$ cat config.mk
export PLATFORM = sky130hd
export DESIGN_NAME = coded_gpio_out
export DESIGN_NICKNAME = d
export VERILOG_FILES = /design/src/rtl/coded_gpio_pkg.sv /design/src/rtl/coded_gpio_addr_match.sv /design/src/rtl/coded_gpio_decode.sv /design/src/rtl/coded_gpio_line.sv /design/src/rtl/coded_gpio_readback.sv /design/src/rtl/coded_gpio_out.sv
export SDC_FILE = /design/constraint.sdc
export NUM_CORES = 1
export LEC_CHECK = 0
export BUFFER_PORTS_ARGS = -buffer_cell sky130_fd_sc_hd__buf_4
export CORE_MARGIN = 3
export CORE_UTILIZATION = 24
export DETAILED_ROUTE_END_ITERATION = 12
export PLACE_DENSITY = 0.8
export SYNTH_ARGS = -nofsm -noshare
export SYNTH_HDL_FRONTEND = slang
export SYNTH_HIERARCHICAL = 1
export SYNTH_SLANG_ARGS = --single-unit
export TNS_END_PERCENT = 50
$ cat constraint.sdc
create_clock -name clk -period 1.9 [get_ports clk]
set_clock_uncertainty 0.2 [all_clocks]
set_input_delay 0.095 -clock clk [delete_from_list [all_inputs] [get_ports clk]]
set_output_delay 0.095 -clock clk [all_outputs]
set_load 0.1 [all_outputs]
$ cat src/rtl/coded_gpio_pkg.sv
package coded_gpio_pkg;

  localparam int unsigned REG_W = 32;

  // Mask of all bits that belong to some line field.
  function automatic logic [REG_W-1:0] field_mask(input int unsigned shift,
                                                  input int unsigned width,
                                                  input int unsigned lines);
    logic [REG_W-1:0] m;
    m = '0;
    for (int unsigned b = 0; b < REG_W; b++) begin
      if (b >= shift && b < shift + width * lines) m[b] = 1'b1;
    end
    return m;
  endfunction

endpackage

$ cat src/rtl/coded_gpio_addr_match.sv
module coded_gpio_addr_match #(
  parameter int unsigned          ADDR_W    = 12,
  parameter logic [ADDR_W-1:0]    BASE_ADDR = 12'h0A0
) (
  input  logic [ADDR_W-1:0] addr,
  output logic              hit
);
  // Word-granular compare: the low two byte-offset bits are not decoded.
  logic unused_low;
  assign unused_low = ^addr[1:0];
  assign hit = (addr[ADDR_W-1:2] == BASE_ADDR[ADDR_W-1:2]);
endmodule

$ cat src/rtl/coded_gpio_decode.sv
module coded_gpio_decode
  import coded_gpio_pkg::*;
#(
  parameter int unsigned NUM_LINES   = 2,
  parameter int unsigned FIELD_W     = 2,
  parameter int unsigned FIRST_SHIFT = 5,
  parameter int unsigned CODE_SET    = 2,
  parameter int unsigned CODE_CLR    = 3
) (
  input  logic                 wr_en,
  input  logic                 hit,
  input  logic [REG_W-1:0]     wr_data,
  output logic [NUM_LINES-1:0] set_cmd,
  output logic [NUM_LINES-1:0] clr_cmd
);
  localparam logic [FIELD_W-1:0] SET_C = FIELD_W'(CODE_SET);
  localparam logic [FIELD_W-1:0] CLR_C = FIELD_W'(CODE_CLR);
  localparam logic [REG_W-1:0]   MASK  = field_mask(FIRST_SHIFT, FIELD_W, NUM_LINES);

  // Bits outside every field are deliberately ignored.
  logic unused_bits;
  assign unused_bits = ^(wr_data & ~MASK);

  logic accept;
  assign accept = wr_en & hit;

  genvar n;
  generate
    for (n = 0; n < NUM_LINES; n++) begin : g_line
      logic [FIELD_W-1:0] fld;
      assign fld        = wr_data[FIRST_SHIFT + n*FIELD_W +: FIELD_W];
      assign set_cmd[n] = accept && (fld == SET_C);
      assign clr_cmd[n] = accept && (fld == CLR_C);
    end
  endgenerate
endmodule

$ cat src/rtl/coded_gpio_line.sv
module coded_gpio_line #(
  parameter logic RST_VAL = 1'b1
) (
  input  logic clk,
  input  logic rst,
  input  logic set_i,
  input  logic clr_i,
  output logic q_o
);
  always_ff @(posedge clk) begin
    if (rst)        q_o <= RST_VAL;
    else if (set_i) q_o <= 1'b1;
    else if (clr_i) q_o <= 1'b0;
  end

  assert_set_R2: assert property (@(posedge clk) disable iff (rst)
    set_i |=> q_o);
  assert_clr_R3: assert property (@(posedge clk) disable iff (rst)
    (clr_i && !set_i) |=> !q_o);
  assert_hold_R4: assert property (@(posedge clk) disable iff (rst)
    (!set_i && !clr_i) |=> $stable(q_o));
endmodule

$ cat src/rtl/coded_gpio_readback.sv
module coded_gpio_readback
  import coded_gpio_pkg::*;
#(
  parameter int unsigned NUM_LINES   = 2,
  parameter int unsigned FIELD_W     = 2,
  parameter int unsigned FIRST_SHIFT = 5,
  parameter int unsigned CODE_SET    = 2,
  parameter int unsigned CODE_CLR    = 3
) (
  input  logic                 hit,
  input  logic [NUM_LINES-1:0] pins,
  output logic [REG_W-1:0]     rd_data
);
  localparam logic [FIELD_W-1:0] SET_C = FIELD_W'(CODE_SET);
  localparam logic [FIELD_W-1:0] CLR_C = FIELD_W'(CODE_CLR);

  logic [REG_W-1:0] image;

  always_comb begin
    image = '0;
    for (int n = 0; n < NUM_LINES; n++) begin
      image[FIRST_SHIFT + n*FIELD_W +: FIELD_W] = pins[n] ? SET_C : CLR_C;
    end
  end

  assign rd_data = hit ? image : '0;
endmodule

$ cat src/rtl/coded_gpio_out.sv
module coded_gpio_out
  import coded_gpio_pkg::*;
#(
  parameter int unsigned          NUM_LINES   = 2,
  parameter int unsigned          FIELD_W     = 2,
  parameter int unsigned          FIRST_SHIFT = 5,
  parameter int unsigned          CODE_SET    = 2,
  parameter int unsigned          CODE_CLR    = 3,
  parameter logic [NUM_LINES-1:0] RESET_VAL   = '1,
  parameter int unsigned          ADDR_W      = 12,
  parameter logic [ADDR_W-1:0]    BASE_ADDR   = 12'h0A0
) (
  input  logic                 clk,
  input  logic                 rst,
  input  logic [ADDR_W-1:0]    addr,
  input  logic                 wr_en,
  input  logic [REG_W-1:0]     wr_data,
  output logic [REG_W-1:0]     rd_data,
  output logic [NUM_LINES-1:0] pins
);
  localparam int unsigned FIELD_END = FIRST_SHIFT + NUM_LINES * FIELD_W;
  localparam int unsigned CODE_LIM  = 1 << FIELD_W;

  // configuration checks at elaboration
  generate
    if (FIELD_END > REG_W) begin : g_bad_fit
      $error("coded_gpio_out: line fields exceed the 32-bit register");
    end
    if (CODE_SET == CODE_CLR) begin : g_bad_codes
      $error("coded_gpio_out: raise and lower codes must differ");
    end
    if (CODE_SET >= CODE_LIM || CODE_CLR >= CODE_LIM) begin : g_bad_width
      $error("coded_gpio_out: a command code does not fit in FIELD_W bits");
    end
  endgenerate

  logic                 hit;
  logic [NUM_LINES-1:0] set_cmd;
  logic [NUM_LINES-1:0] clr_cmd;

  coded_gpio_addr_match #(
    .ADDR_W(ADDR_W), .BASE_ADDR(BASE_ADDR)
  ) u_match (
    .addr(addr), .hit(hit)
  );

  coded_gpio_decode #(
    .NUM_LINES(NUM_LINES), .FIELD_W(FIELD_W), .FIRST_SHIFT(FIRST_SHIFT),
    .CODE_SET(CODE_SET), .CODE_CLR(CODE_CLR)
  ) u_decode (
    .wr_en(wr_en), .hit(hit), .wr_data(wr_data),
    .set_cmd(set_cmd), .clr_cmd(clr_cmd)
  );

  genvar n;
  generate
    for (n = 0; n < NUM_LINES; n++) begin : g_lines
      coded_gpio_line #(.RST_VAL(RESET_VAL[n])) u_line (
        .clk(clk), .rst(rst), .set_i(set_cmd[n]), .clr_i(clr_cmd[n]),
        .q_o(pins[n])
      );
    end
  endgenerate

  coded_gpio_readback #(
    .NUM_LINES(NUM_LINES), .FIELD_W(FIELD_W), .FIRST_SHIFT(FIRST_SHIFT),
    .CODE_SET(CODE_SET), .CODE_CLR(CODE_CLR)
  ) u_readback (
    .hit(hit), .pins(pins), .rd_data(rd_data)
  );

  // the cycle after reset shows the configured defaults
  assert_reset_defaults_R1: assert property (@(posedge clk) disable iff (rst)
    $past(rst) |-> (pins == RESET_VAL));

  // an access outside the window never returns data
  assert_miss_reads_zero_R8: assert property (@(posedge clk) disable iff (rst)
    (addr[ADDR_W-1:2] != BASE_ADDR[ADDR_W-1:2]) |-> (rd_data == '0));

  // a write outside the window leaves every pin as it was
  assert_miss_no_write_R8: assert property (@(posedge clk) disable iff (rst)
    (addr[ADDR_W-1:2] != BASE_ADDR[ADDR_W-1:2]) |=> $stable(pins));

  // each read field reflects its pin level
  generate
    for (n = 0; n < NUM_LINES; n++) begin : g_rd_chk
      assert_readback_field_R7: assert property (@(posedge clk) disable iff (rst)
        (addr[ADDR_W-1:2] == BASE_ADDR[ADDR_W-1:2]) |->
        (rd_data[FIRST_SHIFT + n*FIELD_W +: FIELD_W] ==
         (pins[n] ? FIELD_W'(CODE_SET) : FIELD_W'(CODE_CLR))));
    end
  endgenerate
endmodule

==> After elaboration in Yosys (flattened, before gate mapping) <==
Index checks and enable logic that the tools add are counted.
{ "totals": {"word_cells": 17, "in_bits": 47, "out_inout_bits": 34, "latchBits": 0, "mem_bits_ro": 0, "n_memories": 0, "reg_bits": 2, "ram_bits": 0} }
{ "op_classes": {"n_reduce_logical": 6, "addsub": 0, "n_shift": 0, "bitwise": 1, "magnitude_cmp": 0, "n_eq_ne": 5, "n_mul": 0, "n_mux": 3, "n_div": 0} }
{ "ops": {"columns": ["op", "count"], "rows": [
  ["$eq A10 B6 Y1 const B", 1],
  ["$mux W9", 1],
  ["$eq A2 B2 Y1 const B", 4],
  ["$logic_and A1 B1 Y1", 4],
  ["$reduce_or A2 Y1", 2],
  ["$mux W1", 2],
  ["$and A1 B1 Y1", 1]
]} }

==> Logic depth before layout (Yosys ltp) <==
Gate-level depths: netlist of the first run.
{ "depth": {"ltp_word": 4, "depth_mapped": 5, "depth_no_buf": 5} }

==> Cells and area by module <==
The synthesis of the first run kept the hierarchy.
{ "by_module_without_submodules": {"columns": ["mod", "instances", "area_per_inst_um2", "seq_area_each_um2", "cells_per_inst"], "rows": [
  ["coded_gpio_readback", 1, 256.5, 0.0, 33],
  ["coded_gpio_line", 2, 32.5, 20.0, 4],
  ["coded_gpio_decode", 1, 37.5, 0.0, 4],
  ["coded_gpio_addr_match", 1, 32.5, 0.0, 3]
]} }

==> Worst setup path after synthesis of the first run <==
Ideal clock, no wire load.
{ "synth_path": {"path_kind": "input-to-output", "startpoint": "input port addr[11]", "endpoint": "output port rd_data[5]", "t_required_ns": 1.605, "path_stages": 3, "path_slack_ns": -0.063, "t_arrival_ns": 1.668, "path_buffers": 0, "path_cell_list": "or4b_1 nor4_2 nor2b_4"} }
{ "synth_between": {"elab_chain_cells": 2} }
{ "synth_rtl": {"columns": ["item", "line_no", "text"], "rows": [
  ["start, declared", "coded_gpio_out.sv:15", "input logic [ADDR_W-1:0] addr,"],
  ["$eq A10 B6 Y1", "coded_gpio_addr_match.sv:11", "assign hit = (addr[ADDR_W-1:2] == BASE_ADDR[ADDR_W-1:2]);"],
  ["net hit", "coded_gpio_out.sv:37", "logic hit;"],
  ["$mux W9", "coded_gpio_readback.sv:26", "assign rd_data = hit ? image : '0;"],
  ["end, declared", "coded_gpio_out.sv:18", "output logic [REG_W-1:0] rd_data,"]
]} }
The timed path passes the listed nets, and every way through them passes these cells.

==> Worst setup path in the final report of the first run <==
{ "layout_path": {"startpoint": "input port addr[11]", "endpoint": "output port rd_data[8]"} }
{ "layout_between": {"elab_chain_cells": 2} }
{ "layout_rtl": {"columns": ["item", "line_no"], "rows": [
  ["$eq A10 B6 Y1", "coded_gpio_addr_match.sv:11"],
  ["$mux W9", "coded_gpio_readback.sv:26"]
]} }
No other way between the ends.

==> flow_summary.ini, run 1 <==
[power]
vdd_ir_drop_max_mv = 0.308
p_per_area_nw_per_um2 = 790
power_leakage_nw = 0.299

[global_route]
grt_max_degree = 5
track_usage_pct = 7.41
grt_pass1_wl_mm = 1.06
antenna_found_initial = 0
grt-ovfl-total = 0
grt_pass1_vias = 276

[timing]
grt_setup_unrepaired = false
fin_setup_tns_ns = 0
timing.final.ws_setup_ns = 0.0806
clock.fmax_mhz = 550
finalCritPeriodShare_pct = 95.8
final_max_slew_viol_count = 0
setup_violations = 0
fin_crit_ns = 1.82
report.final.hold_viol_count = 0

[routing]
wl_per_cell_um = 9.44
via_per_inst = 3.60
routed_wl_um = 831
ant_nets = 0
vias = 317
drt_iter0_markers = 2
drt_first_pass_iters = 2
post-route-drc-count = 0

[die]
initial_core_util_pct = 27.7
core_um2 = 1420
pin_count = 81
die-area_um2 = 2150
die_y_um = 46.4
placementRows = 13
die_w_um = 46.4

[cts]
clock-root-buffer = clkbuf_4
cts_buffer_depth = 2
clk_latency_ns = 0.22
clk_pin_slew_ns = 0.03
htreeDepth = 1
cts_tree = done
cts.sinks = 2
cts_buffers = 3

[logic_synthesis]
synth_area_per_cell_um2 = 8.16
synthCells = 48
synth_area_um2 = 392
ys_ff_latch = 2
yosysSeqAreaShare_pct = 10.2
ys.warnings.count = 6
ys_types = 11

[final_layout]
fill_cells = 159
drive_gt1_share_pct = 41.1
layout.cells.most_common = conb_1
fin_area_um2 = 515
syn2layout_area_growth_pct = 31.6
finalCoreUtilization_pct = 36.4
largest_register_ffs = 2
final_cell_mix = conb_1, buf_4, clkbuf_4
reg.largest.list = g_lines.u_line/q_o: 2 flops
top_register = g_lines.u_line/q_o
n_antenna_cell = 0
nNetsFinal = 122

[worst_setup_path]
critPathKind = in2out
critPathArrivalTime_ns = 1.52
start_kind = input pin
crit_path_end_kind = output pin
critPathMaxFanout = 4
required_ns = 1.60
r2r.worst_path.cells = 2

[placement]
dp_slack_ns = 0.0295
gp_congestion = 0.550
hpwlAfterDp_um = 721
io_buffers = 22
dpl_cell_area_um2 = 475

[hold_path]
hold_path_class = in2reg
whs_path_depth = 3

[status]
status = finished clean

[run]
max_cap_violations = 0
## synth_stat cells (all sizes together)
master   n  area [um^2]
dfxtp    2         40.0
nor2     2         7.51
and4b    2         20.0
buf     30          225
nor2b    2         27.5
conb     1         3.75
o21ai    2         10.0
and4     2         17.5
inv      2         7.51
nor4     1         12.5
or4b     2         20.0
## where the power goes
part           internal (mW)  leakage (nW)  switching [mW]  total [mW]
Combinational         0.0242         0.269           0.249       0.273
Sequential            0.0424        0.0162       0.0000103      0.0424
Clock                 0.0695        0.0138          0.0223      0.0919
## layout make-up
type,instances,area [um^2],area share [%]
multi-input cells,41,229,44.4
repair buffers,25,198,38.3
flip-flops and latches,2,40.0,7.77
clock buffers,3,22.5,4.37
well taps,15,18.8,3.64
inverters,2,7.51,1.46
## worst max-delay path: stages
cell and delay [ns]:
buf_4 0.10, or4b_1 0.57, nor4_4 0.31, buf_4 0.17, buf_4 0.28
## worst paths after layout
path / slack [ns] / endpoint / from
max: 0.08 / rd_data[8] / addr[11]
min: 0.03 / g_lines[1].u_line/q_o / wr_data[7]
max reg2reg: 1.07 / g_lines[0].u_line/q_o / g_lines[0].u_line/q_o
min reg2reg: 0.31 / g_lines[1].u_line/q_o / g_lines[1].u_line/q_o
## layer usage
metal | vias to the layer above | part of all wire (%) | track usage (%)
met5 | - | 0 | 0
met2 | 35 | 52 | 13.7
met3 | 2 | 23 | 3.13
met4 | 0 | 0.48 | 6.82
met1 | 131 | 24 | 5.49
li1 | 149 | - | -
## through the flow
stage,std cells,total power [mW],hold WS [ns]
6_report,88,0.407,0.0317
5_1_grt,88,0.421,0.0581
4_1_cts,88,0.413,0.0271
3_5_place_dp,84,0.313,0.104
3_3_place_gp,84,0.312,0.103
2_1_floorplan,75,0.331,-0.00238
## cells by family after synthesis
kind of cell,Yosys count,synth area share [%]
compound gates,2,2.56
simple gates,11,26.8
other cells,1,0.958
flops,2,10.2
buf+inv,32,59.4
## repair_timing
action | 4_1_cts | 5_1_grt
endpoints found under the hold margin | 2 | 0
buffers inserted | 0 | 0
gates resized for setup | 0 | 2
hold buffers | 1 | 0
setup endpoints to repair | 0 | 2
Note: power is estimated with default switching activity, not from simulation.
==> run 2, diff against run 1 <==
--- a/config.mk
+++ b/config.mk
@@ -6,10 +6,13 @@
 export NUM_CORES = 1
 export LEC_CHECK = 0
 export BUFFER_PORTS_ARGS = -buffer_cell sky130_fd_sc_hd__buf_4
+export CELL_PAD_IN_SITES_DETAIL_PLACEMENT = 0
+export CELL_PAD_IN_SITES_GLOBAL_PLACEMENT = 1
+export CORE_ASPECT_RATIO = 0.7
 export CORE_MARGIN = 3
-export CORE_UTILIZATION = 24
+export CORE_UTILIZATION = 13
 export DETAILED_ROUTE_END_ITERATION = 12
-export PLACE_DENSITY = 0.8
+export PLACE_DENSITY_LB_ADDON = 0.1
 export SYNTH_ARGS = -nofsm -noshare
 export SYNTH_HDL_FRONTEND = slang
 export SYNTH_HIERARCHICAL = 1
==> run 2 against run 1 <==
First-iteration DRC count grew to 8.5 times the previous value. Non-clock buffer count stayed put. Final area is 13% higher. Sequential power hardly changed. Wire length is 1.8% higher. Die area is 73% higher. Clock power is 80% higher. Maximum frequency is 0.30% lower. Global-route usage is 3.6 points lower. Combinational power hardly changed. Via count is 5.4% lower. Worst hold slack better by 0.025 ns.
==> flow_summary.ini, run 2 (synthesized netlist as in run 1, its figures left out) <==
[routing]
routed_wl_um = 846
wl_per_cell_um = 7.91
vias = 300
post-route-drc-count = 0
drt_iter0_markers = 17
via_per_inst = 2.80
ant_nets = 0
drt_first_pass_iters = 2

[die]
die-area_um2 = 3720
pin_count = 81
placementRows = 15
initial_core_util_pct = 14.7
die_w_um = 71.6
die_y_um = 51.9
core_um2 = 2670

[cts]
cts_buffer_depth = 2
cts_buffers = 3
cts.sinks = 2
cts_tree = done
clk_latency_ns = 0.21
clock-root-buffer = clkbuf_8
htreeDepth = 1
clk_pin_slew_ns = 0.03

[final_layout]
syn2layout_area_growth_pct = 48.9
nNetsFinal = 122
reg.largest.list = g_lines.u_line/q_o: 2 flops
fin_area_um2 = 583
n_antenna_cell = 0
drive_gt1_share_pct = 42.5
top_register = g_lines.u_line/q_o
layout.cells.most_common = conb_1
largest_register_ffs = 2
final_cell_mix = conb_1, buf_4, clkbuf_8

[timing]
clock.fmax_mhz = 548
setup_violations = 0
finalCritPeriodShare_pct = 96.0
fin_crit_ns = 1.82
report.final.hold_viol_count = 0
final_max_slew_viol_count = 0
timing.final.ws_setup_ns = 0.0752

[worst_setup_path]
required_ns = 1.60
start_kind = input pin
crit_path_end_kind = output pin
critPathKind = in2out
critPathArrivalTime_ns = 1.53
critPathMaxFanout = 5

[power]
vdd_ir_drop_max_mv = 0.145
p_per_area_nw_per_um2 = 826
finalPower_mw = 0.481
power_leakage_nw = 0.314

[global_route]
grt_max_degree = 6
grt_pass1_vias = 238
grt-ovfl-total = 0
track_usage_pct = 3.78
grt_pass1_wl_mm = 1.00
antenna_found_initial = 0

[hold_path]
hold_path_class = in2reg

[placement]
io_buffers = 22
dp_slack_ns = -0.0255
dpl_cell_area_um2 = 492
gp_congestion = 0.602

[run]
max_cap_violations = 0

[status]
status = finished clean
[run 2: changes by cell type in the layout (fill, tap and decap cells not counted)]
cell | previous run | this run
buf_6 | 2 | 1
buf_4 | 22 | 21
or4b_4 | 0 | 1
or4b_1 | 2 | 1
clkbuf_4 | 3 | 0
buf_12 | 0 | 2
clkbuf_8 | 0 | 3
[run 2: worst max-delay path, cell delays in order]
cell     delay, ns
buf_4         0.11
or4b_4        0.52
nor4_4        0.39
nor2b_4       0.23
buf_12        0.18
[run 2: final cells by class]
type,count,area (um^2)
multi-input cells,41,233
fillers,302,2080
clock buffers,3,41.3
well taps,34,42.5
flip-flops and latches,2,40.0
repair buffers,25,219
inverters,2,7.51
[run 2: what timing repair did]
action | in CTS | in global routing
gates cloned | 0 | 0
setup buffers | 0 | 1
pin swaps | 0 | 2
hold buffers | 1 | 0
setup endpoints to repair | 2 | 2
endpoints found under the hold margin | 2 | 0
resized for setup | 2 | 6
[run 2: layer usage]
layer / up-vias / wire length (um) / global-route usage (%)
li1: 152 / - / -
met1: 126 / 249 / 3.41
met2: 20 / 487 / 6.10
met3: 2 / 101 / 2.51
met4: 0 / 8 / 2.81
met5: - / 0 / 0
[run 2: final timing paths]
check	startpoint	endpoint	slack, ns	cells past startpoint
worst max-delay path	addr[10]	rd_data[7]	0.08	5
worst min-delay path	wr_data[5]	g_lines[0].u_line/q_o	0.06	3
worst max register to register	g_lines[0].u_line/q_o	g_lines[0].u_line/q_o	1.06	2
worst min register to register	g_lines[0].u_line/q_o	g_lines[0].u_line/q_o	0.31	2
[run 2: through the flow]
stage / hold WS (ns) / utilization (%) / setup TNS (ns) / cells
2_1_floorplan: -0.00238 / - / 0 / 75
3_3_place_gp: 0.107 / 18.5 / -0.0917 / 102
3_5_place_dp: 0.106 / 18.5 / -0.0504 / 102
4_1_cts: 0.0508 / 20.7 / 0 / 106
5_1_grt: 0.0612 / 21.9 / -0.00312 / 107
6_report: 0.0563 / 21.9 / 0 / 107
[run 2: report_power, final]
| group | switching [mW] | total [mW] | internal (mW) |
|---|---|---|---|
| Clock | 0.0309 | 0.165 | 0.134 |
| Sequential | 0.0000106 | 0.0424 | 0.0424 |
| Combinational | 0.249 | 0.274 | 0.0254 |
==> run 3, diff against run 2 <==
--- a/config.mk
+++ b/config.mk
@@ -9,12 +9,11 @@
 export CELL_PAD_IN_SITES_DETAIL_PLACEMENT = 0
 export CELL_PAD_IN_SITES_GLOBAL_PLACEMENT = 1
 export CORE_ASPECT_RATIO = 0.7
-export CORE_MARGIN = 3
 export CORE_UTILIZATION = 13
 export DETAILED_ROUTE_END_ITERATION = 12
 export PLACE_DENSITY_LB_ADDON = 0.1
+export SLEW_MARGIN = 20
 export SYNTH_ARGS = -nofsm -noshare
 export SYNTH_HDL_FRONTEND = slang
-export SYNTH_HIERARCHICAL = 1
 export SYNTH_SLANG_ARGS = --single-unit
 export TNS_END_PERCENT = 50
==> run 3 against run 2 <==
Combinational power about the same. Final cell count up 3.7%. Critical path depth unchanged.
==> flow_summary.ini, run 3 <==
[worst_setup_path]
r2r_end = g_lines[1].u_line.q_o
crit_end = rd_data[6]
required_ns = 1.60
cp_common_cell = buf_4
worstReg2RegStart = g_lines[1].u_line.q_o
rrSetupSlack_ns = 1.07
startpoint = addr[11]
critPathArrivalTime_ns = 1.58
start_kind = input pin
crit_path_end_kind = output pin
max_stage_delay_ns = 0.53
critPathSlowestCell = or4b_4
critPathMaxFanout = 3
worstPathCellList = buf_4 -> or4b_4 -> or3_1 -> inv_1 -> buf_4
critPathKind = in2out
r2r.worst_path.cells = 2

[global_route]
global_route.usage.met2_pct = 8.12
track_usage_pct = 4.52
use_met3_pct = 1.43
grt_pass1_vias = 248
grt-ovfl-total = 0
antenna_found_initial = 0
grt_pass1_wl_mm = 1.00
grt_max_degree = 5
gr-usage-met1_pct = 4.41
busiest_layer = met2

[power]
vdd_ir_drop_max_mv = 0.146
combinationalPowerShare_pct = 57.2
finalPower_mw = 0.481
p_per_area_nw_per_um2 = 888
power_leakage_nw = 0.282
sw_frac_of_total_pct = 57.8
intPower_mw = 0.203
p_seq_share_pct = 8.8
power.switching_mw = 0.278
clockPowerShare_pct = 34.0

[final_layout]
final_cell_mix = conb_1, buf_4, clkbuf_8
layout.cells.most_common = conb_1
drive_gt1_share_pct = 41.3
fin_area_um2 = 542
nNetsFinal = 124
largest_register_ffs = 2
top_register = g_lines.u_line.q_o
fin_cells = 111
reg.largest.list = g_lines.u_line.q_o: 2 flops
n_antenna_cell = 0
syn2layout_area_growth_pct = 38.3

[routing]
post-route-drc-count = 0
vias = 309
ant_nets = 0
via_per_inst = 2.78
routed_wl_um = 738
drt_first_pass_iters = 1
wl_per_cell_um = 6.65
drt_iter0_markers = 0

[logic_synthesis]
ys.warnings.count = 0
synthCells = 52
ys_ff_latch = 2
yosysSeqAreaShare_pct = 10.2
yosys.area.top_type = buf_4
synth_edf_count = 0
synth_common_cells = buf_4, nor2_1
ys_types = 13
synthTopCellsByArea = buf_4, dfxtp_1, mux2i_1, nor2_1, or4b_4
synth_area_um2 = 392
synthArstFlopShare_pct = 0
synth.most_common_cell = buf_4
synth_top_cell_area_share_pct = 61.3
synth_area_per_cell_um2 = 7.53
ys.flop_type = dfxtp_1

[placement]
io_buffers = 22
dp.cells = 107
gp_congestion = 0.599
dpl_cell_area_um2 = 483
hpwlAfterDp_um = 660

[timing]
finalCritPeriodShare_pct = 98.6
fin_setup_tns_ns = 0
fin_crit_ns = 1.87
grt_setup_unrepaired = true
setup_violations = 0
final_max_slew_viol_count = 0
report.final.hold_viol_count = 0
clock.fmax_mhz = 534

[cts]
clk_pin_slew_ns = 0.03
cts_buffer_depth = 2
cts_setup_buffers = 0
cts_tree = done
htreeDepth = 1
cts_buffers = 3
cts.sinks = 2
clk_latency_ns = 0.21
clock-root-buffer = clkbuf_8

[die]
core_um2 = 2820
die_w_um = 67.6
placementRows = 16
initial_core_util_pct = 13.9
die_y_um = 47.9
pin_count = 81
die-area_um2 = 3240

[run]
max_cap_violations = 0

[hold_path]
hold_path.startpoint = wr_data[5]
hold_path_class = in2reg

[status]
status = finished clean
## run 3: worst max-delay path, delay by kind of cell
family,cells,cell delay [ns]
buf+inv,3,0.50
simple gates,2,0.99
## run 3: power groups by stage
stage                     Sequential [mW]  Combinational, mW  Clock (mW)
after floorplan                    0.0429              0.291           0
after global placement             0.0429              0.273           0
after detailed placement           0.0429              0.273           0
after CTS                          0.0424              0.275       0.168
after global routing               0.0424              0.284       0.174
final                              0.0424              0.275       0.163
## run 3: through the flow
step / util, % / hold slack [ns] / setup slack, ns
5_1_grt: 19.2 / 0.0192 / -0.0390
3_5_place_dp: 17.1 / 0.184 / 0.00655
6_report: 19.2 / 0.000463 / 0.0260
2_1_floorplan: - / 0.0512 / -0.257
4_1_cts: 18.9 / 0.00233 / 0.00544
3_3_place_gp: 17.1 / 0.181 / 0.0138
## run 3: worst min path at each step
stage	to	slack, ns	depth (start not counted)
global route	g_lines[0].u_line.q_o	0.02	3
detailed placement	g_lines[0].u_line.q_o	0.18	3
floorplan	g_lines[0].u_line.q_o	0.05	2
global placement	g_lines[1].u_line.q_o	0.18	3
CTS	g_lines[0].u_line.q_o	0.002	3
finish	g_lines[0].u_line.q_o	0.0005	3
## run 3: metal layers
| metal | part of all wire [%] | up-vias | wire length [um] |
|---|---|---|---|
| met3 | 6.8 | 0 | 50 |
| met5 | 0 | - | 0 |
| li1 | - | 151 | - |
| met2 | 60 | 18 | 440 |
| met4 | 0 | 0 | 0 |
| met1 | 34 | 140 | 248 |
## run 3: area by class of cell
cell class                      instances  area [um^2]
Tap cell                               36         45.0
Multi-Input combinational cell         44          214
Sequential cell                         2         40.0
Timing Repair Buffer                   25          198
Clock buffer                            3         41.3
Inverter                                1         3.75
Fill cell                             316         2280
## run 3: logic make-up after synthesis
group         share of synthesized area (%)
simple gates                           21.4
flops                                  10.2
buf+inv                                62.3
mux                                    5.11
other cells                           0.958
## run 3: what timing repair did
| item | CTS | global route |
|---|---|---|
| gates resized for setup | 0 | 2 |
| hold buffers | 1 | 0 |
| endpoints found under the hold margin | 2 | 0 |
| setup endpoints to repair | 0 | 4 |
